--- config.mk ---
export PLATFORM = sky130hd
export DESIGN_NAME = lite_fp_adder
export DESIGN_NICKNAME = d
export VERILOG_FILES = /design/src/rtl/lite_fp_pkg.sv /design/src/rtl/lite_fp_ctrl.sv /design/src/rtl/lite_fp_dp.sv /design/src/rtl/lite_fp_adder.sv
export SDC_FILE = /design/constraint.sdc
export NUM_CORES = 1
export LEC_CHECK = 0
export BUFFER_PORTS_ARGS = -buffer_cell sky130_fd_sc_hd__clkbuf_2
export CAP_MARGIN = 20
export CORE_MARGIN = 4
export CORE_UTILIZATION = 49
export DETAILED_ROUTE_END_ITERATION = 10
export HOLD_SLACK_MARGIN = 0.03
export PLACE_DENSITY = 0.68
export SYNTH_ARGS = -nofsm -noshare
export SYNTH_HDL_FRONTEND = slang
export SYNTH_SLANG_ARGS = --single-unit
--- constraint.sdc ---
create_clock -name clk -period 0.8 [get_ports clk]
set_input_delay 0.08 -clock clk [delete_from_list [all_inputs] [get_ports clk]]
set_output_delay 0.08 -clock clk [all_outputs]
set_load 0.1 [all_outputs]
--- src/rtl/lite_fp_pkg.sv ---
package lite_fp_pkg;

  typedef enum logic {
    RND_TRUNC   = 1'b0,
    RND_NEAREST = 1'b1
  } rnd_mode_e;

  typedef struct packed {
    logic capture;
    logic roundNearest;
  } fp_strobe_t;

endpackage

--- src/rtl/lite_fp_ctrl.sv ---
module lite_fp_ctrl
  import lite_fp_pkg::*;
(
  input  logic       clk,
  input  logic       rstN,
  input  logic       inValid,
  input  logic       rndMode,
  output fp_strobe_t strb,
  output logic       outValid
);

  always_comb begin
    strb.capture      = inValid;
    strb.roundNearest = (rnd_mode_e'(rndMode) == RND_NEAREST);
  end

  always_ff @(posedge clk or negedge rstN) begin
    if (!rstN) outValid <= 1'b0;
    else       outValid <= inValid;
  end

endmodule

--- src/rtl/lite_fp_dp.sv ---
module lite_fp_dp
  import lite_fp_pkg::*;
#(
  parameter int EXP_W  = 5,
  parameter int FRAC_W = 8
) (
  input  logic                      clk,
  input  logic                      rstN,
  input  fp_strobe_t                strb,
  input  logic [EXP_W+FRAC_W:0]     opA,
  input  logic [EXP_W+FRAC_W:0]     opB,
  input  logic                      subOp,
  output logic [EXP_W+FRAC_W:0]     result,
  output logic                      flagInvalid,
  output logic                      flagOverflow
);

  localparam int W       = 1 + EXP_W + FRAC_W;
  localparam int SIG_W   = FRAC_W + 1;
  localparam int EXT_W   = SIG_W + 3;
  localparam int LZ_W    = $clog2(EXT_W + 1);
  localparam int EXPX_W  = EXP_W + LZ_W + 1;
  localparam int EXP_MAX = (1 << EXP_W) - 1;
  localparam logic signed [EXPX_W-1:0] EXP_TOP  = EXPX_W'(EXP_MAX);
  localparam logic signed [EXPX_W-1:0] EXP_ZERO = '0;
  localparam logic [W-1:0] QNAN = {1'b0, {EXP_W{1'b1}}, 1'b1, {(FRAC_W-1){1'b0}}};

  function automatic logic [LZ_W-1:0] lzCount(input logic [EXT_W-1:0] v);
    lzCount = LZ_W'(EXT_W);
    for (int i = 0; i < EXT_W; i++)
      if (v[i]) lzCount = LZ_W'(EXT_W - 1 - i);
  endfunction

  // operand fields, B carries its effective sign
  logic              sA, sB;
  logic [EXP_W-1:0]  eA, eB;
  logic [FRAC_W-1:0] fA, fB;
  logic nanA, nanB, infA, infB, zeroA, zeroB;

  assign sA = opA[W-1];
  assign eA = opA[W-2:FRAC_W];
  assign fA = opA[FRAC_W-1:0];
  assign sB = opB[W-1] ^ subOp;
  assign eB = opB[W-2:FRAC_W];
  assign fB = opB[FRAC_W-1:0];

  assign nanA  = (&eA) && (|fA);
  assign nanB  = (&eB) && (|fB);
  assign infA  = (&eA) && !(|fA);
  assign infB  = (&eB) && !(|fB);
  assign zeroA = !(|eA);
  assign zeroB = !(|eB);

  // magnitude ordering
  logic              aBig, bigS, smlS, effSub;
  logic [EXP_W-1:0]  bigE, smlE;
  logic [FRAC_W-1:0] bigF, smlF;

  always_comb begin
    aBig = {eA, fA} >= {eB, fB};
    bigS = aBig ? sA : sB;
    bigE = aBig ? eA : eB;
    bigF = aBig ? fA : fB;
    smlS = aBig ? sB : sA;
    smlE = aBig ? eB : eA;
    smlF = aBig ? fB : fA;
    effSub = bigS ^ smlS;
  end

  // alignment with guard, round and sticky
  logic [31:0]      diffWide;
  logic [EXT_W-1:0] bigExt, smlExt, smlAl, keepMask;

  always_comb begin
    diffWide = 32'(bigE - smlE);
    bigExt   = {1'b1, bigF, 3'b000};
    smlExt   = {1'b1, smlF, 3'b000};
    keepMask = '1;
    if (diffWide >= 32'(EXT_W)) begin
      smlAl    = '0;
      smlAl[0] = 1'b1;
    end else begin
      keepMask = {EXT_W{1'b1}} << diffWide;
      smlAl    = smlExt >> diffWide;
      smlAl[0] = smlAl[0] | (|(smlExt & ~keepMask));
    end
  end

  // add / subtract and normalize
  logic [EXT_W:0]              sumExt;
  logic [EXT_W-1:0]            normSig;
  logic [LZ_W-1:0]             lz;
  logic signed [EXPX_W-1:0]    normExp;

  always_comb begin
    if (effSub) sumExt = {1'b0, bigExt} - {1'b0, smlAl};
    else        sumExt = {1'b0, bigExt} + {1'b0, smlAl};
    lz = lzCount(sumExt[EXT_W-1:0]);
    if (!effSub && sumExt[EXT_W]) begin
      normSig = sumExt[EXT_W:1] | {{(EXT_W-1){1'b0}}, sumExt[0]};
      normExp = $signed(EXPX_W'(bigE)) + $signed(EXPX_W'(1));
    end else begin
      normSig = sumExt[EXT_W-1:0] << lz;
      normExp = $signed(EXPX_W'(bigE)) - $signed(EXPX_W'(lz));
    end
  end

  // rounding
  logic                     sumZero, roundUp;
  logic [FRAC_W:0]          fracInc;
  logic signed [EXPX_W-1:0] finalExp;
  logic [FRAC_W-1:0]        finalFrac;

  always_comb begin
    sumZero = !normSig[EXT_W-1];
    roundUp = strb.roundNearest && normSig[2] && (normSig[1] || normSig[0] || normSig[3]);
    fracInc = {1'b0, normSig[EXT_W-2:3]} + (FRAC_W+1)'(roundUp);
    if (fracInc[FRAC_W]) finalExp = normExp + $signed(EXPX_W'(1));
    else                 finalExp = normExp;
    finalFrac = fracInc[FRAC_W-1:0];
  end

  // special-value selection
  logic [W-1:0] resNext;
  logic         invNext, ovfNext;

  always_comb begin
    invNext = 1'b0;
    ovfNext = 1'b0;
    if (nanA || nanB) begin
      resNext = QNAN;
    end else if (infA && infB && (sA != sB)) begin
      resNext = QNAN;
      invNext = 1'b1;
    end else if (infA) begin
      resNext = {sA, {EXP_W{1'b1}}, {FRAC_W{1'b0}}};
    end else if (infB) begin
      resNext = {sB, {EXP_W{1'b1}}, {FRAC_W{1'b0}}};
    end else if (zeroA && zeroB) begin
      resNext = {sA & sB, {(W-1){1'b0}}};
    end else if (zeroA) begin
      resNext = {sB, eB, fB};
    end else if (zeroB) begin
      resNext = opA;
    end else if (sumZero) begin
      resNext = '0;
    end else if (finalExp >= EXP_TOP) begin
      resNext = {bigS, {EXP_W{1'b1}}, {FRAC_W{1'b0}}};
      ovfNext = 1'b1;
    end else if (finalExp <= EXP_ZERO) begin
      resNext = {bigS, {(W-1){1'b0}}};
    end else begin
      resNext = {bigS, finalExp[EXP_W-1:0], finalFrac};
    end
  end

  always_ff @(posedge clk or negedge rstN) begin
    if (!rstN) begin
      result       <= '0;
      flagInvalid  <= 1'b0;
      flagOverflow <= 1'b0;
    end else if (strb.capture) begin
      result       <= resNext;
      flagInvalid  <= invNext;
      flagOverflow <= ovfNext;
    end
  end

endmodule

--- src/rtl/lite_fp_adder.sv ---
module lite_fp_adder
  import lite_fp_pkg::*;
#(
  parameter int EXP_W  = 5,
  parameter int FRAC_W = 8
) (
  input  logic                  clk,
  input  logic                  rstN,
  input  logic                  inValid,
  input  logic [EXP_W+FRAC_W:0] opA,
  input  logic [EXP_W+FRAC_W:0] opB,
  input  logic                  subOp,
  input  logic                  rndMode,
  output logic                  outValid,
  output logic [EXP_W+FRAC_W:0] result,
  output logic                  flagInvalid,
  output logic                  flagOverflow
);

  localparam int W = 1 + EXP_W + FRAC_W;

  fp_strobe_t strb;

  lite_fp_ctrl u_ctrl (
    .clk      (clk),
    .rstN     (rstN),
    .inValid  (inValid),
    .rndMode  (rndMode),
    .strb     (strb),
    .outValid (outValid)
  );

  lite_fp_dp #(.EXP_W(EXP_W), .FRAC_W(FRAC_W)) u_dp (
    .clk          (clk),
    .rstN         (rstN),
    .strb         (strb),
    .opA          (opA),
    .opB          (opB),
    .subOp        (subOp),
    .result       (result),
    .flagInvalid  (flagInvalid),
    .flagOverflow (flagOverflow)
  );

endmodule

==> results of run 1 <==
-- timing repair --
| item | CTS |
|---|---|
| pin swaps | 55 |
| endpoints found under the hold margin | 17 |
| setup buffers | 27 |
| hold buffers | 1 |
| endpoints found under the setup margin | 33 |
| resized for setup | 84 |
-- cells in the mapped netlist (all sizes together) (12+ instances only) --
master  number  area [um2]
nand2       79         304
a21oi       77         419
nor2        71         267
o21ai       54         285
inv         43         161
ha          40         500
nand3       28         150
clkbuf      25        93.8
nor3        24         120
mux2i       22         220
buf         18         113
a31oi       17         106
dfrtp       17         425
a21o        15         113
a211oi      14         120
and3        14        87.6
nor2b       14        87.6
xor2        13         114
xnor2       12         131
-- per-layer routing --
| metal | global-route usage | GRT overflow |
|---|---|---|
| met4 | 0.671 | 5 |
| met2 | 0.887 | 1 |
| met3 | 0.502 | 0 |
| met1 | 0.687 | 0 |
| met5 | 0.0863 | 0 |
-- per-stage QoR --
stage | cell area (um2) | worst slack [ns] | utilization
after floorplan | 6000 | -6.93 | -
after detailed placement | 8730 | -7.25 | 0.795
after CTS | 9430 | -6.58 | 0.858
after global placement | 8730 | -6.89 | 0.795
-- logic make-up after synthesis --
kind of cell	after synthesis	synth area share
compound gates	288	0.365
xor+xnor	25	0.0440
fa+ha+maj	42	0.0969
buf+inv	89	0.0682
flops	17	0.0763
mux	39	0.0866
simple gates	293	0.263
==> metrics, run 1 <==
status stopped before the end; failing step global routing; Run Error [ERROR GRT-0232] Routing congestion too high. Check the congestion heatmap in the GUI.; PortBufs 49; worst_ep grt u_dp.result[0]$_DFFE_PN0P_/D; cell count after synthesis 793; H-tree Lvls 1; Clock Sinks 17; Initial Util 0.508; sequential fraction of the synthesis area 0.0763; CTS Buf Count 3; worst ep type sequential cell input; CTS Root Cell clkbuf_16; Syn Area/Cell 7.03 um2; DP Wirelength 19800 um; Synth Flop Type dfrtp_1; I/O pin count 50; die width 115 um; Synth Register Bits 17; clock buffer depth 2; GPL Wtd Cong 1.02; GRT overflow 6; asr flop ratio synth 1.00; Cell Area, Synth 5580 um2; Die Span Y 115 um; largest net degree at the start of global routing 33; Total GRT Usage 0.686; cell row count 38; Post-Syn Nets 868; Placed Instances 1250; EDFF count, synth 0; Synth cell types 95; Yosys warnings 0
==> run 2: changes to the inputs <==
Settings changed: CORE_UTILIZATION 49 to 34, HOLD_SLACK_MARGIN 0.03 to unset, PLACE_DENSITY 0.68 to unset, PLACE_DENSITY_LB_ADDON set to 0.15.
==> run 2 against run 1 <==
Against the previous run:
- the flow now finishes, with violations (setup timing)
- synthesized area unchanged
- synthesized cell count unchanged
==> metrics, run 2 <==
status finished with violations (was stopped before the end); failing checks setup timing; fraction of layout cells with a size suffix above 1 0.507; max reg flops 14; clock-pin slew on the worst setup and hold paths 0.06 ns; Yosys top cell area share 0.0898 (unchanged); fin nets 1231; critical path class in -> reg; f_max 136 MHz; cell count after synthesis 793 (unchanged); final core occ 0.617; Top reg by flops u_dp.result; EDFF count, synth 0 (unchanged); Synth area leaders ha_1 (9.0%), dfrtp_1 (7.6%), a21oi_1 (6.5%) (unchanged); Vias per Instance 5.63; I/O pin count 50 (unchanged); Synth Register Bits 17 (unchanged); die area 18500 um2; Layout Skew 0 ns; post-synthesis xor/xnor area fraction 0.0440 (unchanged); slew of the pin with the lowest slew margin 0.643 ns; DRC 0; Clock Sinks 17 (unchanged); CP max stage delay 0.46 ns; wire length per cell 18.8 um; Final Power 24.9 mW; Register Area 445 um2; CTS tree done; CTS Buf Count 3 (unchanged); largest net degree at the start of global routing 26; Slew Limit Fails 0; Hold WC Path Type in -> reg; CP startpoint kind input port; asr flop ratio synth 1.00 (unchanged); vias in the first global route 7863; fill count 1530; multiplexer share of the synthesized area 0.0866 (unchanged); Synth Area in Adders 0.0969 (unchanged); design area 9870 um2; Syn Area/Cell 7.03 um2 (unchanged); antenna violations before repair 0; CTS Root Cell clkbuf_16 (unchanged); post-route ant nets 0; drt first pass iters 6; global-route wire length before repair 40800 um; Initial Util 0.348 (was 0.508); Synth cell types 95 (unchanged); sequential fraction of the synthesis area 0.0763 (unchanged); largest family of logic cells by synthesized area compound AO/OA/AOI/OAI gates (unchanged); die width 136 um (was 115 um); CP max stage cell fa_2; crit share post-route 9.20; Crit path arrival time 7.53 ns; final hold vios 0; Synth Flop Type dfrtp_1 (unchanged); RSZ-0062 raised after global routing true; Slew HR 0.567; Worst-Skew Late Latency 0.25 ns; area of the multi-input gates 5550 um2; most frequent cell after synthesis nand2_1 (unchanged); GPL Wtd Cong 0.974 (was 1.02); area delta synth->final 77.0%; commonest non-fill, non-tap cell in the layout buf_4; P_leak 4.42 nW; final setup vio count 33; clock buffer depth 2 (unchanged); final worst path period need 7.36 ns; worst setup margin -6.56 ns; Crit path required time 0.97 ns; post-synthesis compound-gate area fraction 0.365 (unchanged); GRT overflow 0; Yosys warnings 0 (unchanged); P per Cell Area 2530 nW/um2; Post-synth top cells nand2_1 (76), a21oi_1 (72), nor2_1 (71) (unchanged); via count 7725; # Max-Cap Violations 0; cell row count 46 (was 38); PortBufs 49 (unchanged); VDD IR max 0.00249 V; Total Routed Length 25800 um; Die Span Y 136 um (was 115 um); Total GRT Usage 0.272; post-place instance area 8810 um2 (was 8730 um2); Synth Area in Simple Gates 0.263 (unchanged); most frequent cells in the layout buf_4 (330), nand2_1 (70), a21oi_1 (63); H-tree Lvls 1 (unchanged); DP Wirelength 20700 um (was 19800 um); largest area contributor in the netlist ha_1 (unchanged); Cell Area, Synth 5580 um2 (unchanged); Ant. Diodes 0; core area 16000 um2; Post-Syn Nets 868 (unchanged); critical path peak fanout 7; Worst setup EP type register; drt initial violations 531
-- run 2: stage by stage --
| stage | cells | worst slack (ns) | TNS [ns] | hold WS [ns] |
|---|---|---|---|---|
| after floorplan | 793 | -6.93 | -101.96 | -0.216 |
| after detailed placement | 1320 | -7.18 | -106.09 | 0.0434 |
| final | 1371 | -6.56 | -99.25 | 0.162 |
| after CTS | 1355 | -6.63 | -99.89 | 0.157 |
| after global routing | 1371 | -7.00 | -105.37 | 0.170 |
| after global placement | 1320 | -6.99 | -103.69 | 0.0322 |
-- run 2: path summary, 6_finish.rpt --
check	from	end	slack (ns)	depth (start not counted)
max in group asynchronous	rstN	u_dp.result[2]	0.13	2
min in group asynchronous	rstN	u_ctrl.outValid	0.32	2
hold / removal	inValid	u_ctrl.outValid	0.16	2
setup / recovery	opB[9]	u_dp.result[7]	-6.56	49
hold reg to reg	u_dp.flagInvalid	u_dp.flagInvalid	0.54	1
setup reg to reg	u_dp.result[9]	u_dp.result[9]	-0.08	2
-- run 2: repair_timing --
action / in CTS / in global routing
buffers inserted: 30 / 17
hold endpoints to repair: 17 / 0
setup endpoints to repair: 33 / 33
pin swaps: 50 / 50
hold buffers: 1 / 0
resized for setup: 62 / 74
-- run 2: final cells by class --
type | instances | share of cell area
multi-input cells | 687 | 0.563
well taps | 216 | 0.0274
flip-flops and latches | 17 | 0.0451
repair buffers | 401 | 0.335
clock inverters | 1 | 0.000507
inverters | 46 | 0.0212
clock buffers | 3 | 0.00761
-- run 2: critical path, delay by kind of cell --
kind	cells	cell delay, ns
fa+ha+maj	7	1.77
simple gates	10	1.05
buf+inv	9	0.84
xor+xnor	2	0.38
mux	3	0.72
compound gates	18	2.65
-- run 2: cells by family after synthesis --
kind of cell             Yosys count
AND/OR/NAND/NOR                  293
adder cells (fa/ha/maj)           42
flip-flops                        17
XOR/XNOR                          25
multiplexers                      39
buffers and inverters             89
AO/OA/AOI/OAI                    288
-- run 2: routing by layer --
metal / wire, um / up-vias / global-route usage
met4: 663 / 0 / 0.0677
met1: 10600 / 3682 / 0.340
met2: 13300 / 264 / 0.497
met3: 1170 / 50 / 0.0266
li1: - / 3729 / -
met5: 0 / - / 0
-- run 2: power by group --
| group | internal (mW) | leakage (nW) | switching (mW) |
|---|---|---|---|
| logic | 10.6 | 4.19 | 11.7 |
| clock network | 0.669 | 0.0409 | 0.349 |
| registers | 1.21 | 0.190 | 0.399 |
Note: power is estimated with default switching activity, not from simulation.
